**config.mk**
```make
export PLATFORM = sky130hd
export DESIGN_NAME = i2c_flag_regs
export DESIGN_NICKNAME = d
export VERILOG_FILES = /design/src/rtl/i2c_flag_pkg.sv /design/src/rtl/i2c_flag_bus.sv /design/src/rtl/i2c_data_flags.sv /design/src/rtl/i2c_event_flags.sv /design/src/rtl/i2c_flag_regs.sv
export SDC_FILE = /design/constraint.sdc
export NUM_CORES = 1
export LEC_CHECK = 0
export CAP_MARGIN = 20
export CORE_AREA = 3 3 58 100
export DETAILED_ROUTE_END_ITERATION = 10
export DIE_AREA = 0 0 61 103
export GPL_TIMING_DRIVEN = 1
export PLACE_DENSITY = 0.75
export SLEW_MARGIN = 30
export SYNTH_ARGS = -nofsm -noshare
export SYNTH_HDL_FRONTEND = slang
export SYNTH_SLANG_ARGS = --single-unit
```
**constraint.sdc**
```tcl
create_clock -name clk_i -period 1.9 [get_ports clk_i]
set_clock_uncertainty 0.05 [all_clocks]
set_input_delay 0.285 -clock clk_i [delete_from_list [all_inputs] [get_ports clk_i]]
set_output_delay 0.285 -clock clk_i [all_outputs]
set_load 0.005 [all_outputs]
```
**src/rtl/i2c_flag_pkg.sv**
```systemverilog
`timescale 1ns/1ps
package i2c_flag_pkg;

    localparam int FLAG_W = 14;

    // Status and acknowledge bit positions (shared by both words)
    localparam int B_TX_EMPTY = 0;
    localparam int B_TX_REQ   = 1;
    localparam int B_RX_FULL  = 2;

    // Event positions always present: 3,4,5 and 8,9,10
    localparam logic [FLAG_W-1:0] CORE_EVT_MASK = 14'b00_0111_0011_1000;
    // Event positions present only with SMBus support: 11,12,13
    localparam logic [FLAG_W-1:0] SMB_EVT_MASK  = 14'b11_1000_0000_0000;

    typedef struct packed {
        logic wr_tx;
        logic wr_stat;
        logic wr_clr;
        logic rd_rx;
    } bus_cmd_t;

endpackage

```
**src/rtl/i2c_flag_bus.sv**
```systemverilog
`timescale 1ns/1ps
module i2c_flag_bus
    import i2c_flag_pkg::*;
#(
    parameter int          AW        = 8,
    parameter int          DW        = 32,
    parameter int          BW        = 8,
    parameter logic [7:0]  STAT_ADDR = 8'h18,
    parameter logic [7:0]  CLR_ADDR  = 8'h1C,
    parameter logic [7:0]  RX_ADDR   = 8'h24,
    parameter logic [7:0]  TX_ADDR   = 8'h28
) (
    input  logic              sel_i,
    input  logic              we_i,
    input  logic [AW-1:0]     addr_i,
    input  logic [FLAG_W-1:0] status_i,
    input  logic [BW-1:0]     rx_byte_i,
    output bus_cmd_t          cmd_o,
    output logic [DW-1:0]     rdata_o
);

    logic hit_stat, hit_clr, hit_rx, hit_tx;

    always_comb begin
        hit_stat = (addr_i == AW'(STAT_ADDR));
        hit_clr  = (addr_i == AW'(CLR_ADDR));
        hit_rx   = (addr_i == AW'(RX_ADDR));
        hit_tx   = (addr_i == AW'(TX_ADDR));

        cmd_o         = '0;
        cmd_o.wr_tx   = sel_i &  we_i & hit_tx;
        cmd_o.wr_stat = sel_i &  we_i & hit_stat;
        cmd_o.wr_clr  = sel_i &  we_i & hit_clr;
        cmd_o.rd_rx   = sel_i & ~we_i & hit_rx;

        // Acknowledge and transmit addresses are write-only: they read as zero
        rdata_o = '0;
        if (sel_i && !we_i) begin
            if (hit_stat)
                rdata_o[FLAG_W-1:0] = status_i;
            else if (hit_rx)
                rdata_o[BW-1:0] = rx_byte_i;
        end
    end

endmodule

```
**src/rtl/i2c_data_flags.sv**
```systemverilog
`timescale 1ns/1ps
module i2c_data_flags
    import i2c_flag_pkg::*;
#(
    parameter int BW = 8
) (
    input  logic          clk_i,
    input  logic          rst_ni,
    input  logic          pe_i,
    input  logic          nostretch_i,
    input  bus_cmd_t      cmd_i,
    input  logic [BW-1:0] wdata_i,
    input  logic          tx_take_i,
    input  logic          rx_push_i,
    input  logic [BW-1:0] rx_byte_i,
    output logic          tx_empty_o,
    output logic          tx_req_o,
    output logic          rx_full_o,
    output logic [BW-1:0] tx_byte_o,
    output logic [BW-1:0] rx_byte_o
);

    typedef struct packed {
        logic          tx_empty;
        logic          tx_req;
        logic          rx_full;
        logic [BW-1:0] tx_byte;
        logic [BW-1:0] rx_byte;
    } dflag_t;

    dflag_t st_d, st_q;

    always_comb begin
        st_d = st_q;

        // Transmit side: a new byte beats a take in the same cycle
        if (cmd_i.wr_tx) begin
            st_d.tx_byte  = wdata_i;
            st_d.tx_empty = 1'b0;
            st_d.tx_req   = 1'b0;
        end else if (tx_take_i && !st_q.tx_empty) begin
            st_d.tx_empty = 1'b1;
            st_d.tx_req   = 1'b1;
        end

        // Software flush discards the pending byte
        if (cmd_i.wr_stat && wdata_i[B_TX_EMPTY]) begin
            st_d.tx_empty = 1'b1;
            st_d.tx_byte  = '0;
        end

        // Forced transmit request only without clock stretching
        if (cmd_i.wr_stat && wdata_i[B_TX_REQ] && nostretch_i)
            st_d.tx_req = 1'b1;

        // Receive side: arrival beats consumption
        if (rx_push_i) begin
            st_d.rx_full = 1'b1;
            st_d.rx_byte = rx_byte_i;
        end else if (cmd_i.rd_rx) begin
            st_d.rx_full = 1'b0;
        end

        // Disabled peripheral overrides the data flags
        if (!pe_i) begin
            st_d.tx_empty = 1'b1;
            st_d.tx_req   = 1'b0;
            st_d.rx_full  = 1'b0;
        end
    end

    always_ff @(posedge clk_i or negedge rst_ni) begin
        if (!rst_ni) begin
            st_q          <= '0;
            st_q.tx_empty <= 1'b1;
        end else begin
            st_q <= st_d;
        end
    end

    assign tx_empty_o = st_q.tx_empty;
    assign tx_req_o   = st_q.tx_req;
    assign rx_full_o  = st_q.rx_full;
    assign tx_byte_o  = st_q.tx_byte;
    assign rx_byte_o  = st_q.rx_byte;

endmodule

```
**src/rtl/i2c_event_flags.sv**
```systemverilog
`timescale 1ns/1ps
module i2c_event_flags
    import i2c_flag_pkg::*;
#(
    parameter bit SMBUS_EN = 1'b1
) (
    input  logic              clk_i,
    input  logic              rst_ni,
    input  logic [FLAG_W-1:0] evt_i,
    input  logic              clr_stb_i,
    input  logic [FLAG_W-1:0] clr_bits_i,
    output logic [FLAG_W-1:0] flags_o
);

    logic [FLAG_W-1:0] live_mask;
    logic [FLAG_W-1:0] clr_vec;
    logic [FLAG_W-1:0] flg_d, flg_q;

    generate
        if (SMBUS_EN) begin : g_smb_on
            assign live_mask = CORE_EVT_MASK | SMB_EVT_MASK;
        end else begin : g_smb_off
            assign live_mask = CORE_EVT_MASK;
        end
    endgenerate

    always_comb begin
        clr_vec = clr_stb_i ? clr_bits_i : '0;
        // Set has priority over a clear in the same cycle
        flg_d   = (evt_i | (flg_q & ~clr_vec)) & live_mask;
    end

    always_ff @(posedge clk_i or negedge rst_ni) begin
        if (!rst_ni) flg_q <= '0;
        else         flg_q <= flg_d;
    end

    assign flags_o = flg_q;

endmodule

```
**src/rtl/i2c_flag_regs.sv**
```systemverilog
`timescale 1ns/1ps
module i2c_flag_regs
    import i2c_flag_pkg::*;
#(
    parameter int          AW        = 8,
    parameter int          DW        = 32,
    parameter int          BW        = 8,
    parameter bit          SMBUS_EN  = 1'b1,
    parameter logic [7:0]  STAT_ADDR = 8'h18,
    parameter logic [7:0]  CLR_ADDR  = 8'h1C,
    parameter logic [7:0]  RX_ADDR   = 8'h24,
    parameter logic [7:0]  TX_ADDR   = 8'h28
) (
    input  logic              clk_i,
    input  logic              rst_ni,
    input  logic              pe_i,
    input  logic              nostretch_i,
    input  logic [FLAG_W-1:0] irq_en_i,
    input  logic              dma_tx_en_i,
    input  logic              dma_rx_en_i,
    input  logic              bus_sel_i,
    input  logic              bus_we_i,
    input  logic [AW-1:0]     bus_addr_i,
    input  logic [DW-1:0]     bus_wdata_i,
    output logic [DW-1:0]     bus_rdata_o,
    input  logic              tx_take_i,
    output logic [BW-1:0]     tx_byte_o,
    input  logic              rx_push_i,
    input  logic [BW-1:0]     rx_byte_i,
    input  logic [FLAG_W-1:0] evt_i,
    output logic              irq_o,
    output logic              dma_tx_o,
    output logic              dma_rx_o
);

    bus_cmd_t          cmd;
    logic              tx_empty, tx_req, rx_full;
    logic [BW-1:0]     rx_hold;
    logic [FLAG_W-1:0] evt_flags;
    logic [FLAG_W-1:0] status_w;
    logic              unused_wdata_hi;

    assign unused_wdata_hi = ^bus_wdata_i[DW-1:FLAG_W];

    i2c_flag_bus #(
        .AW(AW), .DW(DW), .BW(BW),
        .STAT_ADDR(STAT_ADDR), .CLR_ADDR(CLR_ADDR),
        .RX_ADDR(RX_ADDR), .TX_ADDR(TX_ADDR)
    ) u_bus (
        .sel_i    (bus_sel_i),
        .we_i     (bus_we_i),
        .addr_i   (bus_addr_i),
        .status_i (status_w),
        .rx_byte_i(rx_hold),
        .cmd_o    (cmd),
        .rdata_o  (bus_rdata_o)
    );

    i2c_data_flags #(.BW(BW)) u_data (
        .clk_i      (clk_i),
        .rst_ni     (rst_ni),
        .pe_i       (pe_i),
        .nostretch_i(nostretch_i),
        .cmd_i      (cmd),
        .wdata_i    (bus_wdata_i[BW-1:0]),
        .tx_take_i  (tx_take_i),
        .rx_push_i  (rx_push_i),
        .rx_byte_i  (rx_byte_i),
        .tx_empty_o (tx_empty),
        .tx_req_o   (tx_req),
        .rx_full_o  (rx_full),
        .tx_byte_o  (tx_byte_o),
        .rx_byte_o  (rx_hold)
    );

    i2c_event_flags #(.SMBUS_EN(SMBUS_EN)) u_evt (
        .clk_i     (clk_i),
        .rst_ni    (rst_ni),
        .evt_i     (evt_i),
        .clr_stb_i (cmd.wr_clr),
        .clr_bits_i(bus_wdata_i[FLAG_W-1:0]),
        .flags_o   (evt_flags)
    );

    always_comb begin
        status_w = evt_flags;
        status_w[B_TX_EMPTY] = status_w[B_TX_EMPTY] | tx_empty;
        status_w[B_TX_REQ]   = status_w[B_TX_REQ]   | tx_req;
        status_w[B_RX_FULL]  = status_w[B_RX_FULL]  | rx_full;
    end

    assign irq_o    = |(status_w & irq_en_i);
    assign dma_tx_o = tx_req  & dma_tx_en_i;
    assign dma_rx_o = rx_full & dma_rx_en_i;

endmodule

```
# After elaboration in Yosys (flattened, before gate mapping)
# Cells that the tools add are included.
# word_totals
regBits	28
input_bits	86
wordCells	49
# classes
eq_ne	7
muxes	14
n_bitwise	13
reduce_logical	9
# ops
cell	n
$mux 8	4
$and 14x14->14	2
$mux 14	2
$eq 8x5->1 const B	2
$eq 8x6->1 const B	2
$not 14->14	1
$or 14x14->14	1
$reduce_or 14->1	1
$and 1x1->1	8
$ne 4x1->1 const B	2
$mux 6	1
$logic_and 1x1->1	5
$mux 1	4
$mux 2	2
$mux 3	1
$ne 3x1->1 const B	1
$logic_not 1->1	2
$reduce_bool 2->1	1
$not 1->1	1

# Depth between registers and ports, before layout
# Gate-level depths: netlist of run 1.
# logic_depth
word_depth	6
ltp_mapped	5
depth_no_buf	3

# Modules after synthesis
# A second synthesis of run 1 with hierarchy kept.
# hier_totals
cells_unflattened	169
hier_area_um2	1696.6
# by_module_without_submodules
mod	n_inst	cells_each	area_each_um2	seq_area_each_um2
i2c_data_flags	1	57	802.0	476.7
i2c_flag_bus	1	65	416.6	0.0
i2c_event_flags	1	34	379.1	225.2
i2c_flag_regs	1	13	98.8	0.0

# Worst setup path before layout of run 1
# Ideal clock, no wire load.
# synth_timing
path_kind	input-to-output
startpoint	input bus_addr_i[7]
endpoint	output bus_rdata_o[6]
t_arrival_ns	1.221
t_required_ns	1.565
slack_ns	0.344
path_stages	4
path_cell_list	nor4b_4 and4_1 buf_4 and2_1
# synth_between
elab_chain_len	4
# synth_lines
item	line_no	source
start, declared	i2c_flag_regs.sv:23	input logic [AW-1:0] bus_addr_i,
$eq 8x6->1	i2c_flag_bus.sv:27	hit_rx = (addr_i == AW'(RX_ADDR));
$mux 8	i2c_flag_bus.sv:41	else if (hit_rx)
$mux 8 (*)	i2c_flag_bus.sv:39	if (hit_stat)
$mux 14 (*)	i2c_flag_bus.sv:38	if (sel_i && !we_i) begin
end, declared	i2c_flag_regs.sv:25	output logic [DW-1:0] bus_rdata_o,
# Mark *: on every way between the ends. The rest lies on a longest branch, timed or not.

# Worst setup path after layout of run 1
# layout_timing
startpoint	input irq_en_i[3]
endpoint	output irq_o
# layout_between
elab_chain_len	2
# layout_lines
item	line_no	source
start, declared	i2c_flag_regs.sv:18	input logic [FLAG_W-1:0] irq_en_i,
$and 14x14->14	i2c_flag_regs.sv:92	assign irq_o = |(status_w & irq_en_i);
$reduce_or 14->1	i2c_flag_regs.sv:92	
end, declared	i2c_flag_regs.sv:31	output logic irq_o,
# Every way passes these cells.

==> impl_metrics.toml, run 1 <==
[outcome]
outcome = "finished clean"

[cts]
holdBufCountCts = 0
cts_buffers = 3
cts_buffer_depth = 2
root_buffer = "clkbuf_8"
cts_tree = "yes"
clkLatencyLatePin_ns = 0.27
clkSlewWorstSetupHoldPaths_ns = 0.10
clkSinkCount = 28
cts_htree_levels = 1

[global_routing]
grt_max_degree = 29
grt.total_usage = 0.164
antenna_found_initial = 0
grt_pass1_wl_um = 7670
grt-ovfl-total = 0
grt_pass1_vias = 1601

[setup_path]
cp.arrival_ns = 1.48
cp-start-kind = "input pin"
crit_fanout = 1
crit_chain = "clkdlybuf4s50_1, a22o_1, a221oi_2, nand3_1, dlygate4sd2_1"
cp_slowest_cell = "clkdlybuf4s50_1"
cp-end-kind = "output port"
required_ns = 1.56
max_stage_delay_ns = 0.40
crit_type = "in2out"

[final_layout]
final_common_cell = "clkdlybuf4s50_1"
finalInstanceArea_um2 = 2630
diodes = 0
fin_util = 0.520
final_cell_mix = "clkdlybuf4s50_1, dfrtp_1, conb_1"
layout.nets = 339
layout-drive-gt1-share = 0.258
syn_to_final_growth_pct = 60.0

[timing]
setup_tns_ns = 0
fmax_mhz = 551
hold_viol = 0
fin_crit_sh = 0.956
maxSlewViolCount = 0
setup_viol = 0
fin_crit_ns = 1.82
rsz0062_at_grt = "no"
setup_slack_ns = 0.0836

[synth]
syn_area_um2 = 1640
ys_warn_count = 0
yosys.area.top_type = "dfrtp_1"
seq_area_frac_synth = 0.427
synth_cells = 151
syn_avg_cell_area_um2 = 10.9
netlist_top_cells_area = "dfrtp_1, buf_4, mux2_2"
synth_cell_type_count = 35
yosys_register_bits = 28
yosysTopAreaCellShare = 0.411

[power]
p_leak_nw = 1.13
p_per_area_nw_per_um2 = 468
ir_worst_vdd_mv = 0.302

[floorplan]
row_count = 34
io_pins = 129
dieArea_um2 = 6280
fp.dieW_um = 61
start_util = 0.325
core_um2 = 5060
die_y_um = 103

[flow_run]
maxCapViolCount = 0

[route]
wl_um = 5040
drt-pass1-iter-count = 4
route.detailed.drc = 0
wl_per_cell_um = 16.5
drtAntennaViolNets = 0
drt_iter0_drc = 47
vias_per_cell = 5.03
num_vias = 1539

[placement]
io_buffers = 85
hpwl_um = 4020
place_ws_ns = -0.603
gp_congestion = 0.799
dpl-instance-area_um2 = 2560

[worst_hold_path]
hold_path.class = "in2async"
==> synth_stat cells <==
library cell / count
and4b_1: 1
o32ai_2: 1
a41oi_1: 1
dfstp_2: 1
nor4bb_1: 1
inv_1: 8
o22a_1: 1
nor3b_1: 1
nor2_1: 1
nand4_1: 9
nand2_1: 4
nor4b_4: 2
mux2_2: 8
nand3_1: 2
buf_1: 1
a22o_1: 9
buf_2: 1
a221o_1: 7
conb_1: 1
and2_1: 11
nor2b_1: 1
buf_6: 2
a21o_1: 9
a211oi_1: 7
dfrtp_1: 27
o21ai_1: 2
a221oi_1: 3
mux2i_1: 1
or2_2: 1
and4_1: 1
o21ai_0: 1
and3_1: 1
clkbuf_1: 3
buf_4: 20
nor4b_2: 1
==> state kept, by name, summed over array words and instances (netlist names) <==
name / count
u_evt.flags_o: 9
u_data.rx_byte_o: 8
u_data.tx_byte_o: 8
u_data.rx_full_o: 1
u_data.tx_req_o: 1
u_data.tx_empty_o: 1
==> area by class of cell <==
cell class,instances,area [µm²]
Multi-Input combinational cell,105,820
Clock buffer,4,55.1
Inverter,8,30.0
Sequential cell,28,702
Timing Repair Buffer,107,956
Tap cell,54,67.6
Fill cell,470,2430
==> cells by family (layout without fill, tap and decap cells) <==
kind of cell | count (synthesis) | count (layout) | share of synthesized area
mux | 9 | 9 | 0.0609
flops | 28 | 28 | 0.427
buf+inv | 35 | 119 | 0.135
compound gates | 41 | 41 | 0.209
simple gates | 37 | 37 | 0.165
other cells | 1 | 18 | 0.00228
==> layer usage <==
| layer | global-route usage | vias up | share of wire |
|---|---|---|---|
| li1 | - | 735 | - |
| met1 | 0.181 | 738 | 0.34 |
| met2 | 0.301 | 58 | 0.59 |
| met3 | 0.0188 | 8 | 0.045 |
| met4 | 0.0768 | 0 | 0.024 |
| met5 | 0 | - | 0 |
==> report_power, final <==
part | internal [mW] | switching (mW)
logic | 0.149 | 0.0836
clock network | 0.185 | 0.184
registers | 0.616 | 0.0121
==> per-stage QoR <==
step	std cells	total power [mW]	hold WS, ns
after floorplan	168	0.727	-0.0606
after global placement	294	0.875	0.440
after detailed placement	294	0.878	0.441
after CTS	304	1.25	0.346
after global routing	306	1.29	0.363
final	306	1.23	0.333
==> repair_timing <==
| item | CTS | global route |
|---|---|---|
| hold endpoints to repair | 0 | 0 |
| endpoints found under the setup margin | 15 | 8 |
| gates resized for setup | 82 | 7 |
| pin swaps | 6 | 2 |
| buffers inserted | 5 | 3 |
| gates cloned | 1 | 0 |
==> critical path: cells and delay by family <==
family / cells / cell delay, ns
and+or+nand+nor: 1 / 0.09
AOI/OAI and AO/OA: 2 / 0.43
buffers and inverters: 2 / 0.67
==> final timing paths <==
kind,from,to,slack [ns],cells after the start
worst max register to register,u_data.tx_empty_o,u_data.tx_req_o,0.73,3
worst min register to register,u_data.rx_byte_o[7],u_data.rx_byte_o[7],0.46,1
min in group clk_i,u_data.rx_byte_o[7],u_data.rx_byte_o[7],0.46,1
max in group asynchronous,rst_ni,u_data.tx_empty_o,1.14,2
worst min-delay path,rst_ni,u_evt.flags_o[10],0.33,2
worst max-delay path,irq_en_i[3],irq_o,0.08,5
Note: power is estimated with default switching activity, not from simulation.
==> run 2, diff against run 1 <==
Settings changed: ABC_AREA set to 1, CORE_AREA 3 3 58 100 to 3 3 58 99, DIE_AREA 0 0 61 103 to 0 0 61 102, GPL_TIMING_DRIVEN 1 to not set, PLACE_DENSITY 0.75 to 0.76.
==> impl_metrics.toml, run 2 <==
[setup_path]
reg2reg_slack_ns = 0.73
cp-end-kind = "output port"
crit_type = "in2out"
crit_fanout = 5
rr_worst_depth = 7
cp-start-kind = "input pin"
required_ns = 1.56
cp.arrival_ns = 1.51

[power]
p_leak_nw = 1.32
p_per_area_nw_per_um2 = 465
p_sw_frac = 0.244
intPower_mw = 0.974
total_switching_power_mw = 0.315
ir_worst_vdd_mv = 0.360
clock_power_share = 0.286
combPwrFrac = 0.219
power_frac_seq = 0.496

[route]
drtAntennaViolNets = 0
num_vias = 1756
drt-pass1-iter-count = 4
route.detailed.drc = 0
wl_per_cell_um = 14.0
vias_per_cell = 4.77
wl_um = 5140
drt_iter0_drc = 18

[cts]
cts_tree = "yes"
clkLatencyLatePin_ns = 0.26
clkSinkCount = 28
clkSlewWorstSetupHoldPaths_ns = 0.10
holdBufCountCts = 0
cts_buffer_depth = 2
cts_buffers = 3
cts_htree_levels = 1
root_buffer = "clkbuf_8"

[timing]
fin_crit_sh = 0.973
setup_viol = 0
fin_crit_ns = 1.85
fmax_mhz = 541
maxSlewViolCount = 0
hold_viol = 0

[worst_hold_path]
hold_path.class = "in2async"

[placement]
dp.cells = 351
gp_congestion = 0.804
io_buffers = 85
hpwl_um = 3920

[final_layout]
fillCellCount = 484
stdcell_count = 368
fin_util = 0.548
layout-drive-gt1-share = 0.229
final_cell_mix = "clkdlybuf4s50_1, nand2_1, nand3_1, dfrtp_1"
largest_reg_flops = 9
layout.nets = 401
final_common_cell = "clkdlybuf4s50_1"
diodes = 0
syn_to_final_growth_pct = 65.7

[global_routing]
grt_max_degree = 29
grt_pass1_vias = 1708
antenna_found_initial = 0
grt_pass1_wl_um = 7710
grt-ovfl-total = 0
grt.total_usage = 0.166

[synth]
yosys_register_bits = 28
yosysMostFrequentCell = "nand2_1"
syn_area_um2 = 1670
yosys_most_used_dff = "dfrtp_1"
yosys.area.top_type = "dfrtp_1"
synth_cell_type_count = 24
netlist_top_cells_area = "dfrtp_1, nand2_1, buf_4"
async_reset_ff_frac = 1.00
syn_avg_cell_area_um2 = 8.08
synth-edff-count = 0
ys_top_cells_by_count = "nand2_1, nand3_1, dfrtp_1"
yosysTopAreaCellShare = 0.404
seq_area_frac_synth = 0.420
synth_cells = 207
ys_warn_count = 0

[floorplan]
io_pins = 129
start_util = 0.330
row_count = 34
core_um2 = 5060
fp.dieW_um = 61
die_y_um = 102
dieArea_um2 = 6220

[flow_run]
maxCapViolCount = 0

[outcome]
outcome = "finished clean"
run 2: cell count changes after synthesis, moves of 3 or more:
cell,delta
a211oi_1,-7
nor2_1,+15
o21ai_0,+4
nand2_1,+51
a221o_1,-7
nand3_1,+27
inv_1,+8
nand4_1,-7
a22o_1,-7
a21oi_1,+3
and2_1,-11
run 2: cells by family after synthesis:
logic type,synth area share
mux,0.0404
simple gates,0.312
flops,0.420
other cells,0.00224
compound gates,0.0853
buf+inv,0.141
run 2: final cells by class:
class | instances | area [µm²] | share of cell area
clock buffers | 4 | 55.1 | 0.0199
well taps | 54 | 67.6 | 0.0244
multi-input cells | 155 | 872 | 0.315
flip-flops and latches | 28 | 702 | 0.253
inverters | 19 | 78.8 | 0.0284
repair buffers | 108 | 997 | 0.360
run 2: per-stage QoR:
stage	hold slack (ns)	area [µm²]	power, mW	setup WS [ns]	TNS, ns
floorplan	-0.0606	1740	0.758	0.518	0
global placement	0.433	2600	0.912	-0.534	-6.47
detailed placement	0.447	2600	0.916	-0.640	-7.05
CTS	0.345	2730	1.30	0.0138	0
global route	0.379	2770	1.35	-0.00171	-0.00171
finish	0.333	2770	1.29	0.0504	0
run 2: path summary, 6_finish.rpt:
kind / from / end
setup / recovery: bus_we_i / bus_rdata_o[10]
hold / removal: rst_ni / u_data.rx_byte_o[0]
setup reg to reg: u_data.tx_empty_o / u_data.tx_empty_o
hold reg to reg: u_data.tx_byte_o[4] / u_data.tx_byte_o[4]
max in group asynchronous: rst_ni / u_data.tx_empty_o
min in group clk_i: u_data.tx_byte_o[4] / u_data.tx_byte_o[4]
run 2: metal layers:
layer,GRT usage,vias to the layer above,share of wire,routed length [µm]
met2,0.324,69,0.56,2880
met4,0.0601,0,0.018,95
met3,0.0240,6,0.066,339
li1,-,853,-,-
met5,0,-,0,0
met1,0.169,828,0.36,1830
run 2: worst max-delay path: stages:
cell and delay (ns):
clkdlybuf4s50_1 0.46, nor2_4 0.21, buf_4 0.18, nand2_1 0.05
nor2_1 0.09, dlygate4sd2_1 0.24
run 2: power by group through the flow:
stage	clock network (mW)	logic (mW)	registers, mW
5_1_grt	0.402	0.310	0.642
3_5_place_dp	0	0.265	0.650
6_report	0.368	0.282	0.639
3_3_place_gp	0	0.263	0.649
4_1_cts	0.382	0.276	0.639
2_1_floorplan	0	0.112	0.647
run 2: what timing repair did:
action,4_1_cts,5_1_grt
endpoints found under the setup margin,15,14
cloned,0,1
buffers inserted,9,3
pin swaps,7,3
resized for setup,71,14
